==> src/rtl/vga_route_pkg.sv <==
package vga_route_pkg;

   // Low I/O offset bits that carry the legacy port number
   localparam int IO_OFFS_W   = 10;
   // Bits [9:8] pick the upper three quarters of a 1 KB block
   localparam int ISA_SEL_LSB = 8;
   localparam int ISA_SEL_W   = IO_OFFS_W - ISA_SEL_LSB;

   typedef logic [IO_OFFS_W-1:0] io_off_t;

   // Legacy display I/O port windows, inclusive bounds
   localparam int NUM_IO_WIN = 2;
   localparam io_off_t IO_WIN_FIRST [NUM_IO_WIN] = '{10'h3B0, 10'h3C0};
   localparam io_off_t IO_WIN_LAST  [NUM_IO_WIN] = '{10'h3BB, 10'h3DF};

   typedef enum logic {
      SPACE_MEM = 1'b0,
      SPACE_IO  = 1'b1
   } space_e;

   typedef struct packed {
      logic fwd;
      logic blk;
   } route_t;

endpackage

==> src/rtl/vga_mem_range.sv <==
module vga_mem_range #(
   parameter int                ADDR_W = 32,
   parameter logic [ADDR_W-1:0] LO     = ADDR_W'(32'h000A_0000),
   parameter logic [ADDR_W-1:0] HI     = ADDR_W'(32'h000B_FFFF)
) (
   input  logic [ADDR_W-1:0] addr,
   output logic              hit
);

   generate
      if (HI < LO) begin : g_bad_bounds
         $error("vga_mem_range: HI below LO");
      end
   endgenerate

   assign hit = (addr >= LO) && (addr <= HI);

endmodule

==> src/rtl/vga_io_range.sv <==
module vga_io_range
   import vga_route_pkg::*;
#(
   parameter int ADDR_W     = 32,
   parameter int IO_SPACE_W = 16
) (
   input  logic [ADDR_W-1:0] addr,
   input  logic              full_dec,
   output logic              hit
);

   localparam int ALIAS_W = IO_SPACE_W - IO_OFFS_W;

   generate
      if (IO_SPACE_W <= IO_OFFS_W || ADDR_W <= IO_SPACE_W) begin : g_bad_w
         $error("vga_io_range: need ADDR_W > IO_SPACE_W > IO_OFFS_W");
      end
   endgenerate

   io_off_t                  offs;
   logic [ALIAS_W-1:0]       alias_bits;
   logic [ADDR_W-IO_SPACE_W-1:0] upper;
   logic [NUM_IO_WIN-1:0]    in_win;
   logic                     alias_ok;

   assign offs       = addr[IO_OFFS_W-1:0];
   assign alias_bits = addr[IO_SPACE_W-1:IO_OFFS_W];
   assign upper      = addr[ADDR_W-1:IO_SPACE_W];

   genvar w;
   generate
      for (w = 0; w < NUM_IO_WIN; w++) begin : g_win
         assign in_win[w] = (offs >= IO_WIN_FIRST[w]) && (offs <= IO_WIN_LAST[w]);
      end
   endgenerate

   // Aliases pass unless full decode asks for a zero alias field
   assign alias_ok = !full_dec || (alias_bits == '0);

   assign hit = (|in_win) && (upper == '0) && alias_ok;

endmodule

==> src/rtl/vga_win_qual.sv <==
module vga_win_qual
   import vga_route_pkg::*;
#(
   parameter int UPPER_W = 16
) (
   input  logic                 is_io,
   input  logic [UPPER_W-1:0]   upper,
   input  logic [ISA_SEL_W-1:0] isa_sel,
   input  logic                 isa_en,
   input  logic                 io_en,
   input  logic                 mem_en,
   input  logic                 win_io,
   input  logic                 win_mem,
   input  logic                 win_pf,
   output logic                 fwd
);

   logic isa_drop;
   logic io_fwd;
   logic mem_fwd;

   // ISA mode drops window I/O hits in the alias-prone part of each 1 KB block
   assign isa_drop = isa_en && (upper == '0) && (isa_sel != '0);
   assign io_fwd   = is_io && win_io && io_en && !isa_drop;
   assign mem_fwd  = !is_io && (win_mem || win_pf) && mem_en;
   assign fwd      = io_fwd || mem_fwd;

endmodule

==> src/rtl/vga_out_stage.sv <==
module vga_out_stage #(
   parameter int W      = 2,
   parameter int STAGES = 1
) (
   input  logic         clk,
   input  logic         rst_n,
   input  logic [W-1:0] d,
   output logic [W-1:0] q
);

   generate
      if (STAGES < 1) begin : g_bad_stages
         $error("vga_out_stage: STAGES must be at least 1");
      end
   endgenerate

   logic [W-1:0] stg [STAGES];

   genvar s;
   generate
      for (s = 0; s < STAGES; s++) begin : g_stg
         if (s == 0) begin : g_first
            always_ff @(posedge clk or negedge rst_n) begin
               if (!rst_n) stg[0] <= '0;
               else        stg[0] <= d;
            end
         end else begin : g_next
            always_ff @(posedge clk or negedge rst_n) begin
               if (!rst_n) stg[s] <= '0;
               else        stg[s] <= stg[s-1];
            end
         end
      end
   endgenerate

   assign q = stg[STAGES-1];

endmodule

==> src/rtl/vga_route_dec.sv <==
module vga_route_dec
   import vga_route_pkg::*;
#(
   parameter int                ADDR_W     = 32,
   parameter int                IO_SPACE_W = 16,
   parameter logic [ADDR_W-1:0] MEM_LO     = ADDR_W'(32'h000A_0000),
   parameter logic [ADDR_W-1:0] MEM_HI     = ADDR_W'(32'h000B_FFFF),
   parameter int                OUT_STAGES = 1
) (
   input  logic              clk,
   input  logic              rst_n,
   input  logic [ADDR_W-1:0] req_addr,
   input  logic              req_is_io,
   input  logic              vga_en,
   input  logic              vga_full_dec,
   input  logic              isa_en,
   input  logic              cmd_io_en,
   input  logic              cmd_mem_en,
   input  logic              win_io_hit,
   input  logic              win_mem_hit,
   input  logic              win_pf_hit,
   output logic              fwd_down,
   output logic              blk_up
);

   localparam int UPPER_W = ADDR_W - IO_SPACE_W;

   generate
      if (ADDR_W < 20) begin : g_bad_addr
         $error("vga_route_dec: ADDR_W must cover the display memory hole");
      end
   endgenerate

   space_e space;
   logic   mem_range_hit;
   logic   io_range_hit;
   logic   mem_match;
   logic   io_match;
   logic   vga_claim;
   logic   vga_fwd;
   logic   win_fwd;
   route_t next_route;
   route_t cur_route;

   assign space = space_e'(req_is_io);

   vga_mem_range #(
      .ADDR_W (ADDR_W),
      .LO     (MEM_LO),
      .HI     (MEM_HI)
   ) i_mem_range (
      .addr (req_addr),
      .hit  (mem_range_hit)
   );

   vga_io_range #(
      .ADDR_W     (ADDR_W),
      .IO_SPACE_W (IO_SPACE_W)
   ) i_io_range (
      .addr     (req_addr),
      .full_dec (vga_full_dec),
      .hit      (io_range_hit)
   );

   vga_win_qual #(
      .UPPER_W (UPPER_W)
   ) i_win_qual (
      .is_io   (req_is_io),
      .upper   (req_addr[ADDR_W-1:IO_SPACE_W]),
      .isa_sel (req_addr[IO_OFFS_W-1:ISA_SEL_LSB]),
      .isa_en  (isa_en),
      .io_en   (cmd_io_en),
      .mem_en  (cmd_mem_en),
      .win_io  (win_io_hit),
      .win_mem (win_mem_hit),
      .win_pf  (win_pf_hit),
      .fwd     (win_fwd)
   );

   assign mem_match = (space == SPACE_MEM) && mem_range_hit;
   assign io_match  = (space == SPACE_IO)  && io_range_hit;

   // Upstream block follows the raw claim; downstream needs the command bits
   assign vga_claim = vga_en && (mem_match || io_match);
   assign vga_fwd   = vga_en && ((mem_match && cmd_mem_en) || (io_match && cmd_io_en));

   always_comb begin
      next_route     = '0;
      next_route.fwd = vga_fwd || win_fwd;
      next_route.blk = vga_claim;
   end

   vga_out_stage #(
      .W      ($bits(route_t)),
      .STAGES (OUT_STAGES)
   ) i_out (
      .clk   (clk),
      .rst_n (rst_n),
      .d     (next_route),
      .q     (cur_route)
   );

   assign fwd_down = cur_route.fwd;
   assign blk_up   = cur_route.blk;

endmodule

==> config.mk <==
export PLATFORM = sky130hd
export DESIGN_NAME = vga_route_dec
export DESIGN_NICKNAME = d
export VERILOG_FILES = /design/src/rtl/vga_route_pkg.sv /design/src/rtl/vga_mem_range.sv /design/src/rtl/vga_io_range.sv /design/src/rtl/vga_win_qual.sv /design/src/rtl/vga_out_stage.sv /design/src/rtl/vga_route_dec.sv
export SDC_FILE = /design/constraint.sdc
export NUM_CORES = 1
export LEC_CHECK = 0
export ABC_CLOCK_PERIOD_IN_PS = 800
export BUFFER_PORTS_ARGS = -buffer_cell sky130_fd_sc_hd__buf_4
export CORE_AREA = 3 3 40 42
export CTS_CLUSTER_SIZE = 16
export DETAILED_ROUTE_END_ITERATION = 6
export DIE_AREA = 0 0 43 45
export PLACE_DENSITY_LB_ADDON = 0.1
export SYNTH_ARGS = -nofsm -noshare
export SYNTH_HDL_FRONTEND = slang
export SYNTH_SLANG_ARGS = --single-unit
==> constraint.sdc <==
create_clock -name clk -period 0.8 [get_ports clk]
set_input_delay 0.16 -clock clk [delete_from_list [all_inputs] [get_ports clk]]
set_output_delay 0.16 -clock clk [all_outputs]
set_load 0.005 [all_outputs]
==> results of run 1 <==
logic make-up (layout without fill, tap and decap cells):
family	count (synthesis)	count (layout)	share of synthesized area, %
buffers and inverters	1	52	1.816
flip-flops	2	2	24.24
AND/OR/NAND/NOR	17	17	46.68
AO/OA/AOI/OAI	8	8	27.27
synthesized netlist by cell type (2+ instances only):
cell type / n
sky130_fd_sc_hd__nand2_1: 3
sky130_fd_sc_hd__nor2_1: 3
sky130_fd_sc_hd__nor4_1: 3
sky130_fd_sc_hd__dfrtp_1: 2
sky130_fd_sc_hd__nor3_1: 2
power groups by stage:
stage	clock network [uW]	registers [uW]	logic (uW)
after floorplan	0	108	28.8
after global placement	0	108	205
after detailed placement	0	108	206
after CTS	231	107	215
after global routing	246	108	241
final	219	107	219
per-layer routing:
metal	wire, um	share of wire (%)	track usage [%]
met1	356	38	11.84
met2	451	49	16.77
met3	121	13	3.984
met4	0	0	5.422
met5	0	0	0
critical path: cells and delay by family:
family | cells | cell delay, ns
AND/OR/NAND/NOR | 1 | 0.51
buffers and inverters | 1 | 0.09
AO/OA/AOI/OAI | 4 | 0.59
cell type report:
type,count,area [um^2]
clock buffer,3,22.52
fill,140,644.4
inverter,1,3.754
multi-input combinational,25,167.7
sequential,2,50.05
tap,15,18.77
timing repair buffer,48,377.9
placed cells by master, fill, tap and decap left out:
| cell type | Yosys | routed |
|---|---|---|
| sky130_fd_sc_hd__buf_4 | 0 | 43 |
| sky130_fd_sc_hd__buf_6 | 0 | 4 |
| sky130_fd_sc_hd__nor2_1 | 3 | 3 |
| sky130_fd_sc_hd__nor4_1 | 3 | 3 |
| sky130_fd_sc_hd__nand2_1 | 3 | 3 |
| sky130_fd_sc_hd__clkbuf_4 | 0 | 3 |
| sky130_fd_sc_hd__nor3_1 | 2 | 2 |
| sky130_fd_sc_hd__a21oi_2 | 1 | 2 |
| sky130_fd_sc_hd__dfrtp_1 | 2 | 2 |
| sky130_fd_sc_hd__and4_1 | 1 | 1 |
| sky130_fd_sc_hd__nand4b_1 | 1 | 1 |
| sky130_fd_sc_hd__nand2b_1 | 1 | 1 |
| sky130_fd_sc_hd__or4_4 | 0 | 1 |
| sky130_fd_sc_hd__o31a_1 | 1 | 1 |
| sky130_fd_sc_hd__nand4_1 | 1 | 1 |
| sky130_fd_sc_hd__inv_1 | 1 | 1 |
| sky130_fd_sc_hd__nand3b_1 | 1 | 1 |
| sky130_fd_sc_hd__a31oi_1 | 1 | 1 |
| sky130_fd_sc_hd__o2111ai_1 | 1 | 1 |
| sky130_fd_sc_hd__o21ai_0 | 1 | 1 |
| sky130_fd_sc_hd__a41oi_2 | 0 | 1 |
| sky130_fd_sc_hd__o21ai_1 | 1 | 1 |
| sky130_fd_sc_hd__dlygate4sd3_1 | 0 | 1 |
final timing paths:
path,startpoint,end,slack [ns],depth (start not counted)
max,req_addr[13],i_out.q[1],-0.41,6
min,vga_en,i_out.q[0],0.21,3
max in group asynchronous,rst_n,i_out.q[1],0.44,2
min in group asynchronous,rst_n,i_out.q[0],0.27,2
metrics by stage:
step | util (%) | cells | hold WS [ns]
2_1_floorplan | - | 28 | -0.1356
3_3_place_gp | 44.99 | 90 | -0.05644
3_5_place_dp | 44.99 | 90 | -0.05721
4_1_cts | 48.69 | 94 | 0.1886
5_1_grt | 49.85 | 94 | 0.2130
6_report | 49.85 | 94 | 0.2078
timing repair:
item / 4_1_cts / 5_1_grt
hold buffers: 1 / 0
hold endpoints to repair: 2 / 0
resized for setup: 4 / 3
pin swaps: 2 / 1
setup endpoints to repair: 4 / 4
==> impl_metrics.tcl, run 1 <==
set metrics [dict create \
    crit_path_max_fanout 2 \
    clockRootBuffer "sky130_fd_sc_hd__clkbuf_4" \
    timing.critical_path.slowest_cell_delay_ns 0.51 \
    avgViaCountPerCell 4.298 \
    mappedNetlistNets 71 \
    ys_seq_elements 2 \
    cts_inserted_buffers 3 \
    port_buffers 42 \
    postLayoutCellArea_um2 640.6 \
    end_kind "flop" \
    pre_cts_ws_ns -0.6458 \
    synth_async_sr_flop_share_pct 100.0 \
    grt_start_max_net_pins 4 \
    run_status "finished, violations left" \
    die_span_in_y_um 45 \
    postSynthCellCount 28 \
    hold_path_class "input pin to flop" \
    data_arrival_critical_path_ns 1.35 \
    violations "setup timing" \
    global_route.usage.total_pct 10.33 \
    yosysWarningCount 0 \
    largest_register_ff_count 2 \
    place_area_um2 578.1 \
    drive_gt1_share_pct 68.35 \
    synth_enable_flop_cells 0 \
    power_density_nw_per_um2 850.9 \
    detail_route.iter0.violations 6 \
    irDropWorstVdd_mv 0.4619 \
    final-setup-viol-count 4 \
    tns_ns -0.8949 \
    vias 404 \
    cts_htree_levels 1 \
    max-cap-violations 0 \
    grt_first_pass_wirelength_mm 1.538 \
    sequential_power_share_pct 19.7 \
    grt_antenna_before_repair 0 \
    core_region_area_um2 1285 \
    timing.final.hold_violations 0 \
    max_clock_freq_ghz 0.8288 \
    initial_core_util_pct 16.07 \
    power.static_leakage_uw 0.0003134 \
    p_int_uw 435.1 \
    crit_required_ns 0.94 \
    ios 45 \
    postCtsSetupRepairBufs 0 \
    worstMarginPinSlew_ns 0.2681 \
    seq_area_frac_synth_pct 24.24 \
    syn-mean-instance-area_um2 7.373 \
    crit_path_cell_trace "buf_6, or4_4, o31a_1, a21oi_2, a31oi_1, o21ai_1" \
    ys_top_cells_by_area "sky130_fd_sc_hd__dfrtp_1, sky130_fd_sc_hd__nor4_1, sky130_fd_sc_hd__nand2_1" \
    routed_wire_length_per_instance_um 9.883 \
    clkTransAtPathRegs_ns 0.03 \
    post-layout-total-power_uw 545.1 \
    netSwitchingFraction_pct 20.19 \
    synth.top_cell.area_share_pct 24.24 \
    power_switching_uw 110.0 \
    crit_type "input pin to flop" \
    tritoncts "done" \
    synth_top_cell_by_area "sky130_fd_sc_hd__dfrtp_1" \
    power_frac_comb_pct 40.1 \
    clock-sinks 2 \
    rsz_0062_raised_after_global_routing "true" \
    synth_top_flop_cell "sky130_fd_sc_hd__dfrtp_1" \
    die_area_um2 1935 \
    ant_nets 0 \
    diodes 0 \
    drt-total-wl_um 929 \
    grt_pass1_vias 418 \
    grt_overflow 0 \
    timing.max_slew.rel_slack_pct 82.11 \
    clock_power_share_pct 40.2 \
    final_net_count 124 \
    ys_types 20 \
    syn_to_final_growth_pct 210.3 \
    hpwl_um 832 \
    floorplan.die.width_um 43 \
    min_period_over_period_pct 150.8 \
    weighted_congestion_at_the_end_of_routability_driven_global_placement 0.6303 \
    drt_pass1_iterations 4 \
    syn_area_um2 206.4 \
    rows 13 \
    drc_errors_left 0 \
    slew_violations 0 \
    clock_path_buffers 2 \
    final_critical_path_setup_slack_ns -0.4066 \
    period_minus_slack_ns 1.207 \
    crit_path_top_delay_cell "sky130_fd_sc_hd__or4_4" \
    setup.worst_path.start_class "input pin" \
]
Power figures use the tool's default switching activity.
==> inputs of run 2 (changes only) <==
--- a/config.mk
+++ b/config.mk
@@ -5,12 +5,12 @@
 export SDC_FILE = /design/constraint.sdc
 export NUM_CORES = 1
 export LEC_CHECK = 0
-export ABC_CLOCK_PERIOD_IN_PS = 800
+export ABC_CLOCK_PERIOD_IN_PS = 1400
 export BUFFER_PORTS_ARGS = -buffer_cell sky130_fd_sc_hd__buf_4
-export CORE_AREA = 3 3 40 42
+export CORE_AREA = 2 2 39 41
 export CTS_CLUSTER_SIZE = 16
 export DETAILED_ROUTE_END_ITERATION = 6
-export DIE_AREA = 0 0 43 45
+export DIE_AREA = 0 0 41 43
 export PLACE_DENSITY_LB_ADDON = 0.1
 export SYNTH_ARGS = -nofsm -noshare
 export SYNTH_HDL_FRONTEND = slang
==> constraint.sdc (replaced) <==
create_clock -name clk -period 1.4 [get_ports clk]
set_input_delay 0.28 -clock clk [delete_from_list [all_inputs] [get_ports clk]]
set_output_delay 0.28 -clock clk [all_outputs]
set_load 0.005 [all_outputs]
==> impl_metrics.tcl, run 2 (same netlist as run 1, synthesis figures left out) <==
set metrics [dict create \
    period_minus_slack_ns 1.342 \
    post-route-util_pct 41.77 \
    tritoncts "done" \
    timing.critical_path.max_delay_family "compound AO/OA/AOI/OAI gates" \
    weighted_congestion_at_the_end_of_routability_driven_global_placement 0.6159 \
    place_area_um2 541.8 \
    power.static_leakage_uw 0.0002835 \
    clock_power_share_pct 41.9 \
    routed_wire_length_per_instance_um 9.622 \
    crit_path_cell_trace "buf_4, or4_4, o31a_1, a21oi_2, a31oi_1, o21ai_1" \
    crit_type "input pin to flop" \
    irDropWorstVdd_mv 0.1192 \
    rsz_0062_raised_after_global_routing "false" \
    setup.worst_path.start_class "input pin" \
    min_period_over_period_pct 95.85 \
    syn_to_final_growth_pct 180.0 \
    initial_core_util_pct 14.92 \
    crit_path_top_delay_cell "sky130_fd_sc_hd__or4_4" \
    power_density_nw_per_um2 519.2 \
    detail_route.iter0.violations 4 \
    die_span_in_y_um 43 \
    cts_htree_levels 1 \
    crit_path_start "req_addr[13]" \
    cts_inserted_buffers 3 \
    vias 402 \
    data_arrival_critical_path_ns 1.49 \
    postLayoutCellArea_um2 578.1 \
    sequential_power_share_pct 20.3 \
    end_point_of_the_critical_path "i_out.q[1]" \
    grt_pass1_vias 418 \
    dp.cells 86 \
    end_kind "flop" \
    layout_commonest_cell "sky130_fd_sc_hd__buf_4" \
    hp_start "vga_en" \
    clock_path_buffers 2 \
    ant_nets 0 \
    path_depth 6 \
    final_critical_path_setup_slack_ns 0.05805 \
    p_int_uw 239.4 \
    port_buffers 42 \
    rows 14 \
    netSwitchingFraction_pct 20.23 \
    final-setup-viol-count 0 \
    timing.final.hold_violations 0 \
    crit_path_max_fanout 2 \
    global_route.usage.total_pct 11.59 \
    worst-path-buf-inv 1 \
    tns_ns 0 \
    avgViaCountPerCell 4.467 \
    ios 45 \
    grt_overflow 0 \
    final_net_count 119 \
    clock-sinks 2 \
    run_status "complete, no violations" \
    final_cell_mix "sky130_fd_sc_hd__buf_4, sky130_fd_sc_hd__nor2_1, sky130_fd_sc_hd__nor4_1, sky130_fd_sc_hd__nand2_1, sky130_fd_sc_hd__clkbuf_4" \
    grt_first_pass_wirelength_mm 1.421 \
    floorplan.die.width_um 41 \
    core_region_area_um2 1384 \
    grt_antenna_before_repair 0 \
    pre_cts_ws_ns -0.1903 \
    max_clock_freq_ghz 0.7452 \
    grt_start_max_net_pins 5 \
    power_frac_comb_pct 37.8 \
    drive_gt1_share_pct 63.51 \
    power_switching_uw 60.72 \
    drt-total-wl_um 866 \
    crit_required_ns 1.55 \
    worstMarginPinSlew_ns 0.3589 \
    post_layout_nonfiller_instances 90 \
    drc_errors_left 0 \
    timing.max_slew.rel_slack_pct 75.85 \
    slew_violations 0 \
    diodes 0 \
    clkTransAtPathRegs_ns 0.03 \
    clockRootBuffer "sky130_fd_sc_hd__clkbuf_4" \
    timing.critical_path.slowest_cell_delay_ns 0.51 \
    drt_pass1_iterations 2 \
    largest_register_ff_count 2 \
    worstHoldPathCells 3 \
    die_area_um2 1763 \
    max-cap-violations 0 \
    hold_path_class "input pin to flop" \
]
-- run 2: cell types whose count changed in the layout (fill, tap and decap cells not counted), sizes merged --
cell  delta
buf      -5
-- run 2: routing by layer --
metal	routed length [um]	part of all wire [%]	track usage, %	up-vias
met5	0	0	0	-
met4	0	0	8.000	0
met3	88	10	3.665	0
met2	488	56	19.38	22
met1	290	33	11.08	173
li1	-	-	-	207
-- run 2: through the flow --
| step | hold WS [ns] | total power (uW) |
|---|---|---|
| global placement | 0.06303 | 172.1 |
| floorplan | -0.01559 | 78.39 |
| global route | 0.3241 | 326.2 |
| finish | 0.3237 | 300.1 |
| CTS | 0.3152 | 309.8 |
| detailed placement | 0.06468 | 173.2 |
-- run 2: power by group through the flow --
stage / Clock (uW) / Combinational, uW / Sequential, uW
2_1_floorplan: 0 / 16.5 / 61.9
3_3_place_gp: 0 / 111 / 61.5
3_5_place_dp: 0 / 112 / 61.5
4_1_cts: 135 / 114 / 61.0
5_1_grt: 140 / 124 / 61.4
6_report: 126 / 113 / 61.0
-- run 2: area by class of cell --
cell class              instances  area, um^2
clock buffers                   3       22.52
fillers                       158       805.8
inverters                       1       3.754
multi-input cells              25       156.4
flip-flops and latches          2       50.05
well taps                      16       20.02
repair buffers                 43       325.3
-- run 2: how the worst min path moves through the flow --
| stage | slack, ns | endpoint |
|---|---|---|
| final | 0.32 | i_out.q[0] |
| after global routing | 0.32 | i_out.q[0] |
| after CTS | 0.32 | i_out.q[0] |
| after detailed placement | 0.06 | i_out.q[0] |
| after global placement | 0.06 | i_out.q[1] |
| after floorplan | -0.02 | i_out.q[0] |
-- run 2: timing repair --
action / 4_1_cts / 5_1_grt
hold buffers: 1 / 0
endpoints found under the hold margin: 2 / 0
buffers inserted: 0 / 0
endpoints found under the setup margin: 0 / 1
resized for setup: 0 / 1
